<file path="src/rtl/osc_wait_pkg.sv">
package osc_wait_pkg;
  typedef enum logic [1:0] {
    ST_RESET_WAIT = 2'd0,
    ST_RUN        = 2'd1,
    ST_STOP       = 2'd2,
    ST_WAKE_WAIT  = 2'd3
  } seq_state_e;
endpackage

</file>
<file path="src/rtl/osc_wait_stage.sv">
module osc_wait_stage #(
  parameter int unsigned W    = 8,
  parameter logic [W-1:0] INIT = '1
) (
  input  logic clk_i,
  input  logic rst_ni,
  input  logic load_i,
  input  logic tick_i,
  output logic ovf_o
);
  logic [W-1:0] cnt_q;

  // overflow on the tick after reaching zero: divide by INIT+1
  assign ovf_o = tick_i && (cnt_q == '0);

  always_ff @(posedge clk_i or negedge rst_ni) begin
    if (!rst_ni)      cnt_q <= INIT;
    else if (load_i)  cnt_q <= INIT;
    else if (ovf_o)   cnt_q <= INIT;
    else if (tick_i)  cnt_q <= cnt_q - 1'b1;
  end
endmodule

</file>
<file path="src/rtl/osc_wait_cascade.sv">
module osc_wait_cascade #(
  parameter int unsigned W        = 8,
  parameter int unsigned N        = 2,
  parameter logic [N*W-1:0] INIT_VEC = {8'h07, 8'hFF}
) (
  input  logic clk_i,
  input  logic rst_ni,
  input  logic load_i,
  input  logic tick_i,
  output logic ovf_o
);
  logic [N:0] chain;
  assign chain[0] = tick_i;

  for (genvar g = 0; g < N; g++) begin : g_stage
    osc_wait_stage #(
      .W    (W),
      .INIT (INIT_VEC[g*W +: W])
    ) u_stage (
      .clk_i  (clk_i),
      .rst_ni (rst_ni),
      .load_i (load_i),
      .tick_i (chain[g]),
      .ovf_o  (chain[g+1])
    );
  end

  assign ovf_o = chain[N];
endmodule

</file>
<file path="src/rtl/osc_wait_src_mux.sv">
module osc_wait_src_mux #(
  parameter int unsigned SEL_W = 2
) (
  input  logic             count_i,
  input  logic             force_i,
  input  logic [SEL_W-1:0] sel_i,
  input  logic             div16_en_i,
  input  logic             alt_tick_i,
  output logic             tick_o
);
  logic use_div16;
  assign use_div16 = force_i || (sel_i == '0);
  assign tick_o    = count_i && (use_div16 ? div16_en_i : alt_tick_i);
endmodule

</file>
<file path="src/rtl/osc_wait_fsm.sv">
module osc_wait_fsm
  import osc_wait_pkg::*;
(
  input  logic       clk_i,
  input  logic       rst_ni,
  input  logic       stop_req_i,
  input  logic       wake_i,
  input  logic       release_i,
  output seq_state_e state_o,
  output logic       load_o
);
  seq_state_e state_q, state_d;

  always_comb begin
    state_d = state_q;
    unique case (state_q)
      ST_RESET_WAIT: if (release_i)  state_d = ST_RUN;
      ST_RUN:        if (stop_req_i) state_d = ST_STOP;
      ST_STOP:       if (wake_i)     state_d = ST_WAKE_WAIT;
      ST_WAKE_WAIT:  if (release_i)  state_d = ST_RUN;
      default:                       state_d = ST_RESET_WAIT;
    endcase
  end

  always_ff @(posedge clk_i or negedge rst_ni) begin
    if (!rst_ni) state_q <= ST_RESET_WAIT;
    else         state_q <= state_d;
  end

  assign state_o = state_q;
  assign load_o  = (state_q == ST_RUN) && stop_req_i;
endmodule

</file>
<file path="src/rtl/osc_wait_seq.sv">
module osc_wait_seq
  import osc_wait_pkg::*;
#(
  parameter int unsigned TMR_W   = 8,
  parameter int unsigned SEL_W   = 2,
  parameter logic [TMR_W-1:0] T3_INIT = 8'hFF,
  parameter logic [TMR_W-1:0] T4_INIT = 8'h07
) (
  input  logic             clk_i,
  input  logic             rst_ni,
  input  logic             stop_req_i,
  input  logic             wake_i,
  input  logic             div16_en_i,
  input  logic             alt_tick_i,
  input  logic [SEL_W-1:0] t3_sel_i,
  output logic             int_rst_o,
  output logic             clk_en_o,
  output logic             irq_mask_o,
  output logic             cascade_o,
  output logic             t3_src_force_o,
  output logic             load_o,
  output logic [TMR_W-1:0] t3_load_o,
  output logic [TMR_W-1:0] t4_load_o
);
  localparam int unsigned NSTG = 2;
  localparam logic [NSTG*TMR_W-1:0] INIT_VEC = {T4_INIT, T3_INIT};

  seq_state_e state;
  logic       counting, forced, tick, release_w, load_w;

  osc_wait_fsm u_fsm (
    .clk_i      (clk_i),
    .rst_ni     (rst_ni),
    .stop_req_i (stop_req_i),
    .wake_i     (wake_i),
    .release_i  (release_w),
    .state_o    (state),
    .load_o     (load_w)
  );

  assign counting = (state == ST_RESET_WAIT) || (state == ST_WAKE_WAIT);
  assign forced   = (state == ST_RESET_WAIT);

  osc_wait_src_mux #(.SEL_W(SEL_W)) u_mux (
    .count_i    (counting),
    .force_i    (forced),
    .sel_i      (t3_sel_i),
    .div16_en_i (div16_en_i),
    .alt_tick_i (alt_tick_i),
    .tick_o     (tick)
  );

  osc_wait_cascade #(
    .W        (TMR_W),
    .N        (NSTG),
    .INIT_VEC (INIT_VEC)
  ) u_casc (
    .clk_i  (clk_i),
    .rst_ni (rst_ni),
    .load_i (load_w),
    .tick_i (tick),
    .ovf_o  (release_w)
  );

  assign int_rst_o      = forced;
  assign clk_en_o       = (state == ST_RUN);
  assign irq_mask_o     = (state != ST_RUN);
  assign cascade_o      = (state != ST_RUN);
  assign t3_src_force_o = forced;
  assign load_o         = load_w;
  assign t3_load_o      = T3_INIT;
  assign t4_load_o      = T4_INIT;
endmodule

</file>
<file path="config.mk">
export PLATFORM = sky130hd
export DESIGN_NAME = osc_wait_seq
export DESIGN_NICKNAME = d
export VERILOG_FILES = /design/src/rtl/osc_wait_pkg.sv /design/src/rtl/osc_wait_stage.sv /design/src/rtl/osc_wait_cascade.sv /design/src/rtl/osc_wait_src_mux.sv /design/src/rtl/osc_wait_fsm.sv /design/src/rtl/osc_wait_seq.sv
export SDC_FILE = /design/constraint.sdc
export NUM_CORES = 1
export LEC_CHECK = 0
export ABC_AREA = 0
export BUFFER_PORTS_ARGS = -buffer_cell sky130_fd_sc_hd__buf_4
export CAP_MARGIN = 20
export CORE_ASPECT_RATIO = 0.6
export CORE_MARGIN = 5
export CORE_UTILIZATION = 55
export CTS_CLUSTER_DIAMETER = 30
export DETAILED_ROUTE_END_ITERATION = 8
export PLACE_DENSITY = 0.81
export SLEW_MARGIN = 20
export SYNTH_ARGS = -nofsm -noshare
export SYNTH_HDL_FRONTEND = slang
export SYNTH_SLANG_ARGS = --single-unit
</file>
<file path="constraint.sdc">
create_clock -name clk_i -period 4.75 [get_ports clk_i]
set_input_delay 1.425 -clock clk_i [delete_from_list [all_inputs] [get_ports clk_i]]
set_output_delay 1.425 -clock clk_i [all_outputs]
set_load 0.01 [all_outputs]
</file>
==> flow_summary_export.csv, run 1 <==
group,metric,value,unit
routing,route.antenna.remaining_nets,0,
finish,drive_above_1_share,23.1,%
die,die_y,48.2,um
clock_tree,cts_resized,0,
run,maxCapViolations,0,
placed_design,post_dp_cell_area,1370,um^2
die,die-area,3560,um^2
grt,grt_usage,18.2,%
finish,diodes,0,
timing,fmax,0.272,GHz
routing,drtIter0Drc,211,
grt,grt_util_met3,5.76,%
min_path,hold_end,"u_fsm.state_o[1]$_DFFE_PN0P_",
clock_tree,cts_sinks,18,
clock_tree,cts_tree,"built",
min_path,min_from,"u_fsm.state_o[1]$_DFFE_PN0P_",
routing,viasPerCell,6.13,
die,placementRows,13,
synthesis,synthTopCellsByArea,"dfstp_2 (22%), dfrtp_1 (13%), buf_4 (10%)",
timing,fin_crit,3670,ps
timing,finalMaxSlewViolations,0,
power,power_leakage,0.664,nW
grt,gr-total-overflow,0,
power,switchingPower,243,uW
synthesis,synth.distinct_cells,46,
routing,vias,1141,
synthesis,synthesis.area,1340,um^2
power,power,622,uW
timing,rsz0062_at_grt,"no",
finish,nFillCells,176,
critical_path,reg2reg_depth,6,
critical_path,reg2reg_slack,2480,ps
synthesis,synth_common_cells,"buf_4 (18), dfstp_2 (11), inv_1 (11), o21ai_0 (8)",
status,status,"finished, final reports clean",
power,switching_share,39.1,%
timing,timing.setup.tns,0,ps
clock_tree,clk_path_buf_depth,2,
routing,wl_per_cell,17.1,um
critical_path,critPathCaptureType,"primary output",
finish,fin_area,1420,um^2
placed_design,dp_hpwl,2.41,mm
grt,grt_pass1_wl,4.80,mm
grt,grt_max_degree,19,
grt,grt.busiest_layer,"met2",
grt,grtUsageMet2,28.5,%
placed_design,place.port_buffers,13,
routing,drcViolationCount,0,
critical_path,critical_path_class,"in2out",
die,chipWidth,73.7,um
clock_tree,cts_made_buffers,3,
finish,nNetsFinal,172,
synthesis,synth_top_area_share,21.6,%
die,io-pin-count,30,
timing,hold_viol,0,
placed_design,place.gp.congestion,0.876,
timing,slew_headroom,35.0,%
grt,antenna_found_initial,0,
critical_path,cp-start-kind,"input pin",
power,internal_power,379,uW
routing,routed_wl,3.19,mm
die,core,2240,um^2
timing,finalSetupViolations,0,
critical_path,r2r-end,"u_casc.g_stage[0].u_stage.cnt_q[5]$_DFFE_PN1P_",
synthesis,synth_ff_type,"dfstp_2",
placed_design,dp.cells,182,
clock_tree,cts_hold_buf,0,
synthesis,synth_edf_count,0,
synthesis,synthArstFlopShare,100,%
grt,grt_pass1_vias,990,
synthesis,synthesis.instances,147,
power,p_seq_share,46.2,%
clock_tree,cts.htree.levels,1,
synthesis,synth_largest_area_cell,"dfstp_2",
synthesis,ys_ff_latch,18,
critical_path,required,3320,ps
power,vdd_drop_max,0.317,mV
clock_tree,clk_root_buffer_cell,"clkbuf_8",
grt,use_met1,24.7,%
timing,fin_crit_sh,77.3,%
power,cellPowerDensity,439,nW/um^2
power,combinationalPowerShare,36.3,%
critical_path,path_max_fanout,14,
critical_path,worstPathArrival,2250,ps
synthesis,synth.most_common_cell,"buf_4",
finish,multi_input_comb_area,719,um^2
synthesis,synth_warnings,0,
die,initial_core_util,59.7,%
synthesis,yosysSeqAreaShare,34.6,%
routing,firstDrtPassIters,4,
min_path,hp-class,"reg2reg",
clock_tree,worstSkewPairLatency,250,ps
synthesis,avgSynthCellArea,9.12,um^2
finish,register_area,464,um^2
finish,final_cells,186,
critical_path,rr_startpoint,"u_fsm.state_o[0]$_DFFE_PN0P_",
power,clkPwrFrac,17.5,%
timing,fin_worst_skew,7.83,ps
clock_tree,clk_pin_slew,60,ps
finish,syn2layout_area_growth,5.70,%
timing,tightestPinTransition,948,ps
clock_tree,cts_setup_buffers,0,
min_path,worstHoldPathCells,1,
==> per-stage QoR <==
step                setup WS [ps]  utilization [%]  hold WS [ps]
CTS                          1090             63.1           537
global placement             1140             61.1           515
detailed placement           1090             61.1           520
global route                 1030             63.1           557
floorplan                    1590                -           487
finish                       1080             63.1           533
==> power by group through the flow <==
stage	registers, mW	clock network (mW)	logic (mW)
after detailed placement	0.286	0	0.217
after CTS	0.284	0.108	0.222
final	0.287	0.109	0.226
after global placement	0.282	0	0.206
after global routing	0.292	0.117	0.246
after floorplan	0.270	0	0.182
==> state kept, by name, indices dropped and copies added (netlist names) <==
name                          cells
u_casc.g_stage.u_stage.cnt_q     16
u_fsm.state_o                     2
==> critical path, stage by stage <==
cell      delay, ps
buf_4           110
nand2_1          50
buf_4           190
clkinv_1        240
buf_4           230
==> cells by family (layout without fill, tap and decap cells) <==
group,Yosys count,after routing,synth area share [%]
other cells,2,16,0.560
mux,6,6,4.58
simple gates,50,50,23.2
compound gates,29,29,14.8
fa+ha+maj,7,7,6.54
buf+inv,35,30,15.6
flops,18,18,34.6
==> cells in the final DEF, fill, tap and decap left out, types with 2 or more instances in the layout <==
| cell type | Yosys | routed |
|---|---|---|
| o211ai_1 | 3 | 3 |
| inv_1 | 11 | 11 |
| nor2_1 | 4 | 4 |
| dfrtp_1 | 7 | 7 |
| conb_1 | 2 | 16 |
| or3_1 | 4 | 4 |
| clkbuf_8 | 0 | 3 |
| a21oi_1 | 6 | 6 |
| buf_4 | 18 | 14 |
| nand2_1 | 6 | 6 |
| nand3_1 | 3 | 3 |
| ha_1 | 7 | 7 |
| mux2i_1 | 5 | 5 |
| o41ai_1 | 2 | 2 |
| nor2b_1 | 4 | 4 |
| dfstp_2 | 11 | 11 |
| nor3_1 | 3 | 3 |
| nand4_1 | 7 | 7 |
| o21ai_0 | 8 | 8 |
| nor3b_1 | 3 | 3 |
| a211o_1 | 2 | 2 |
| nor4_1 | 4 | 4 |
==> worst max-delay path by stage <==
stage | startpoint | endpoint | slack [ps] | depth (start not counted)
floorplan | stop_req_i | load_o | 1590 | 2
global placement | stop_req_i | load_o | 1140 | 5
detailed placement | stop_req_i | load_o | 1090 | 5
CTS | stop_req_i | load_o | 1090 | 5
global route | stop_req_i | load_o | 1030 | 5
finish | stop_req_i | load_o | 1080 | 5
==> final cells by class <==
type	count	area share, %
clock buffers	4	3.18
inverters	12	3.18
multi-input cells	108	50.8
flip-flops and latches	18	32.8
well taps	30	2.65
repair buffers	14	7.42
==> routing by layer <==
| layer | vias to the layer above | share of wire (%) |
|---|---|---|
| met5 | - | 0 |
| met4 | 0 | 0.82 |
| met3 | 4 | 11 |
| met2 | 76 | 45 |
| met1 | 548 | 43 |
| li1 | 513 | - |
(Power assumes the default switching activity.)
==> inputs of run 2 (changes only) <==
--- a/config.mk
+++ b/config.mk
@@ -5,15 +5,15 @@
 export SDC_FILE = /design/constraint.sdc
 export NUM_CORES = 1
 export LEC_CHECK = 0
-export ABC_AREA = 0
+export ABC_AREA = 1
 export BUFFER_PORTS_ARGS = -buffer_cell sky130_fd_sc_hd__buf_4
 export CAP_MARGIN = 20
 export CORE_ASPECT_RATIO = 0.6
 export CORE_MARGIN = 5
-export CORE_UTILIZATION = 55
+export CORE_UTILIZATION = 48
 export CTS_CLUSTER_DIAMETER = 30
 export DETAILED_ROUTE_END_ITERATION = 8
-export PLACE_DENSITY = 0.81
+export PLACE_DENSITY = 0.75
 export SLEW_MARGIN = 20
 export SYNTH_ARGS = -nofsm -noshare
 export SYNTH_HDL_FRONTEND = slang
==> constraint.sdc (replaced) <==
create_clock -name clk_i -period 3.3 [get_ports clk_i]
set_input_delay 0.99 -clock clk_i [delete_from_list [all_inputs] [get_ports clk_i]]
set_output_delay 0.99 -clock clk_i [all_outputs]
set_load 0.01 [all_outputs]
==> flow_summary_export.csv, run 2 <==
group,metric,value,unit
status,status,"finished, final reports clean",
power,switching_share,42.6,%
synthesis,synth_common_cells,"nand2_1 (41), inv_1 (26), buf_4 (19), nand3_1 (16), nor2_1 (12)",
grt,grt_max_degree,19,
routing,wl_per_cell,11.1,um
die,die-area,4060,um^2
power,internal_power,577,uW
synthesis,avgSynthCellArea,7.62,um^2
timing,rsz0062_at_grt,"no",
finish,largest_reg_flops,16,
clock_tree,cts_tree,"built",
grt,gr-total-overflow,0,
clock_tree,cts_setup_buffers,0,
finish,final_common_cell,"nand2_1",
critical_path,required,2310,ps
timing,hold_viol,0,
min_path,min_from,"u_fsm.state_o[1]$_DFFE_PN0P_",
min_path,hp-class,"reg2reg",
synthesis,ys_ff_latch,18,
clock_tree,worstSkewPairLatency,260,ps
run,maxCapViolations,0,
synthesis,synth_top_area_share,21.1,%
placed_design,place.gp.congestion,0.760,
timing,setup_ws,822,ps
grt,antenna_found_initial,0,
synthesis,synth_edf_count,0,
power,power_leakage,0.872,nW
timing,fin_crit,2480,ps
synthesis,yosysSeqAreaShare,33.9,%
timing,fin_crit_sh,75.1,%
clock_tree,cts.htree.levels,1,
synthesis,synth_warnings,0,
die,initial_core_util,49.0,%
critical_path,critPathLaunch,"stop_req_i",
finish,regMostFlops,"u_casc.g_stage.u_stage.cnt_q",
routing,route.antenna.remaining_nets,0,
finish,final_cell_mix,"nand2_1 (41), inv_1 (26), nand3_1 (16), conb_1 (16), buf_4 (14)",
critical_path,cp-start-kind,"input pin",
power,cellPowerDensity,690,nW/um^2
critical_path,path_max_fanout,4,
critical_path,worstPathArrival,1490,ps
synthesis,synthesis.instances,180,
timing,fin_worst_skew,1.18,ps
timing,fin_hold_ws,498,ps
routing,vias,1052,
synthesis,synth_ff_type,"dfstp_2",
clock_tree,clk_pin_slew,70,ps
finish,syn2layout_area_growth,6.39,%
routing,firstDrtPassIters,5,
placed_design,place.port_buffers,13,
timing,fmax,0.404,GHz
finish,nFillCells,273,
die,placementRows,15,
finish,nNetsFinal,207,
routing,viasPerCell,4.68,
clock_tree,cts_hold_buf,0,
clock_tree,cts_sinks,18,
routing,drtIter0Drc,26,
grt,grt_usage,13.4,%
timing,finalMaxSlewViolations,0,
routing,routed_wl,2.49,mm
synthesis,synth_largest_area_cell,"dfstp_2",
die,core,2800,um^2
power,p_seq_share,36.8,%
power,combinationalPowerShare,47.2,%
routing,drcViolationCount,0,
clock_tree,cts_resized,0,
clock_tree,cts_made_buffers,3,
synthesis,synthesis.area,1370,um^2
timing,finalSetupViolations,0,
clock_tree,clk_path_buf_depth,2,
grt,grt_pass1_vias,910,
synthesis,synth.most_common_cell,"nand2_1",
power,vdd_drop_max,0.362,mV
synthesis,synthTopCellsByArea,"dfstp_2 (21%), dfrtp_1 (13%), nand2_1 (11%)",
placed_design,pre_cts_slack,822,ps
finish,drive_above_1_share,20.4,%
grt,grt_pass1_wl,4.17,mm
placed_design,dp_hpwl,1.96,mm
die,io-pin-count,30,
power,switchingPower,428,uW
critical_path,critical_path_class,"in2out",
die,chipWidth,79.0,um
power,clkPwrFrac,16.1,%
synthesis,synth.distinct_cells,27,
critical_path,rr_startpoint,"u_fsm.state_o[0]$_DFFE_PN0P_",
synthesis,synthArstFlopShare,100,%
finish,diodes,0,
critical_path,critPathCaptureType,"primary output",
die,die_y,51.4,um
clock_tree,clk_root_buffer_cell,"clkbuf_8",
timing,timing.setup.tns,0,ps
[run 2: power groups by stage]
| stage | combinational (mW) | clock (mW) | sequential, mW |
|---|---|---|---|
| after CTS | 0.480 | 0.167 | 0.369 |
| after global routing | 0.542 | 0.177 | 0.378 |
| after floorplan | 0.394 | 0 | 0.359 |
| after detailed placement | 0.479 | 0 | 0.372 |
| after global placement | 0.462 | 0 | 0.370 |
| final | 0.474 | 0.162 | 0.370 |
[run 2: area by class of cell]
cell class	count	area [um^2]	area share, %
sequential	18	464	31.8
clock buffer	4	45.0	3.09
inverter	27	104	7.12
timing repair buffer	14	105	7.20
tap	34	42.5	2.92
multi-input combinational	128	698	47.9
[run 2: per-layer routing]
metal  track usage (%)  vias to the layer above  share of wire, %
li1                  -                      545                 -
met1              19.5                      475                51
met2              18.9                       28                41
met3              4.40                        4               7.1
met4              3.43                        0              0.80
met5                 0                        -                 0
[run 2: kinds of logic after synthesis]
| logic type | share of synthesized area [%] |
|---|---|
| adders and majority gates | 6.39 |
| buffers and inverters | 19.1 |
| other | 0.548 |
| AOI/OAI and AO/OA | 2.65 |
| xor gates and xnor gates | 6.39 |
| DFF | 33.9 |
| and+or+nand+nor | 31.1 |
[run 2: final timing paths]
kind,depth (start not counted),slack (ps),endpoint
setup / recovery,4,820,load_o
hold / removal,2,500,u_fsm.state_o[1]$_DFFE_PN0P_
setup reg to reg,11,1500,u_casc.g_stage[0].u_stage.cnt_q[6]$_DFFE_PN1P_
hold reg to reg,2,500,u_fsm.state_o[1]$_DFFE_PN0P_
max in group asynchronous,1,2460,u_casc.g_stage[0].u_stage.cnt_q[5]$_DFFE_PN1P_
min in group asynchronous,1,580,u_casc.g_stage[1].u_stage.cnt_q[3]$_DFFE_PN0P_
[run 2: per-stage QoR]
step	cells	power [mW]	instance area, um^2	utilization [%]
2_1_floorplan	194	0.753	1420	-
3_3_place_gp	221	0.832	1410	50.6
5_1_grt	225	1.10	1460	52.2
6_report	225	1.01	1460	52.2
3_5_place_dp	221	0.851	1410	50.6
4_1_cts	225	1.02	1460	52.2
[run 2: critical path, cell delays in order]
cell and delay, ps:
buf_4 110, nand2_1 100, inv_1 120, buf_4 160
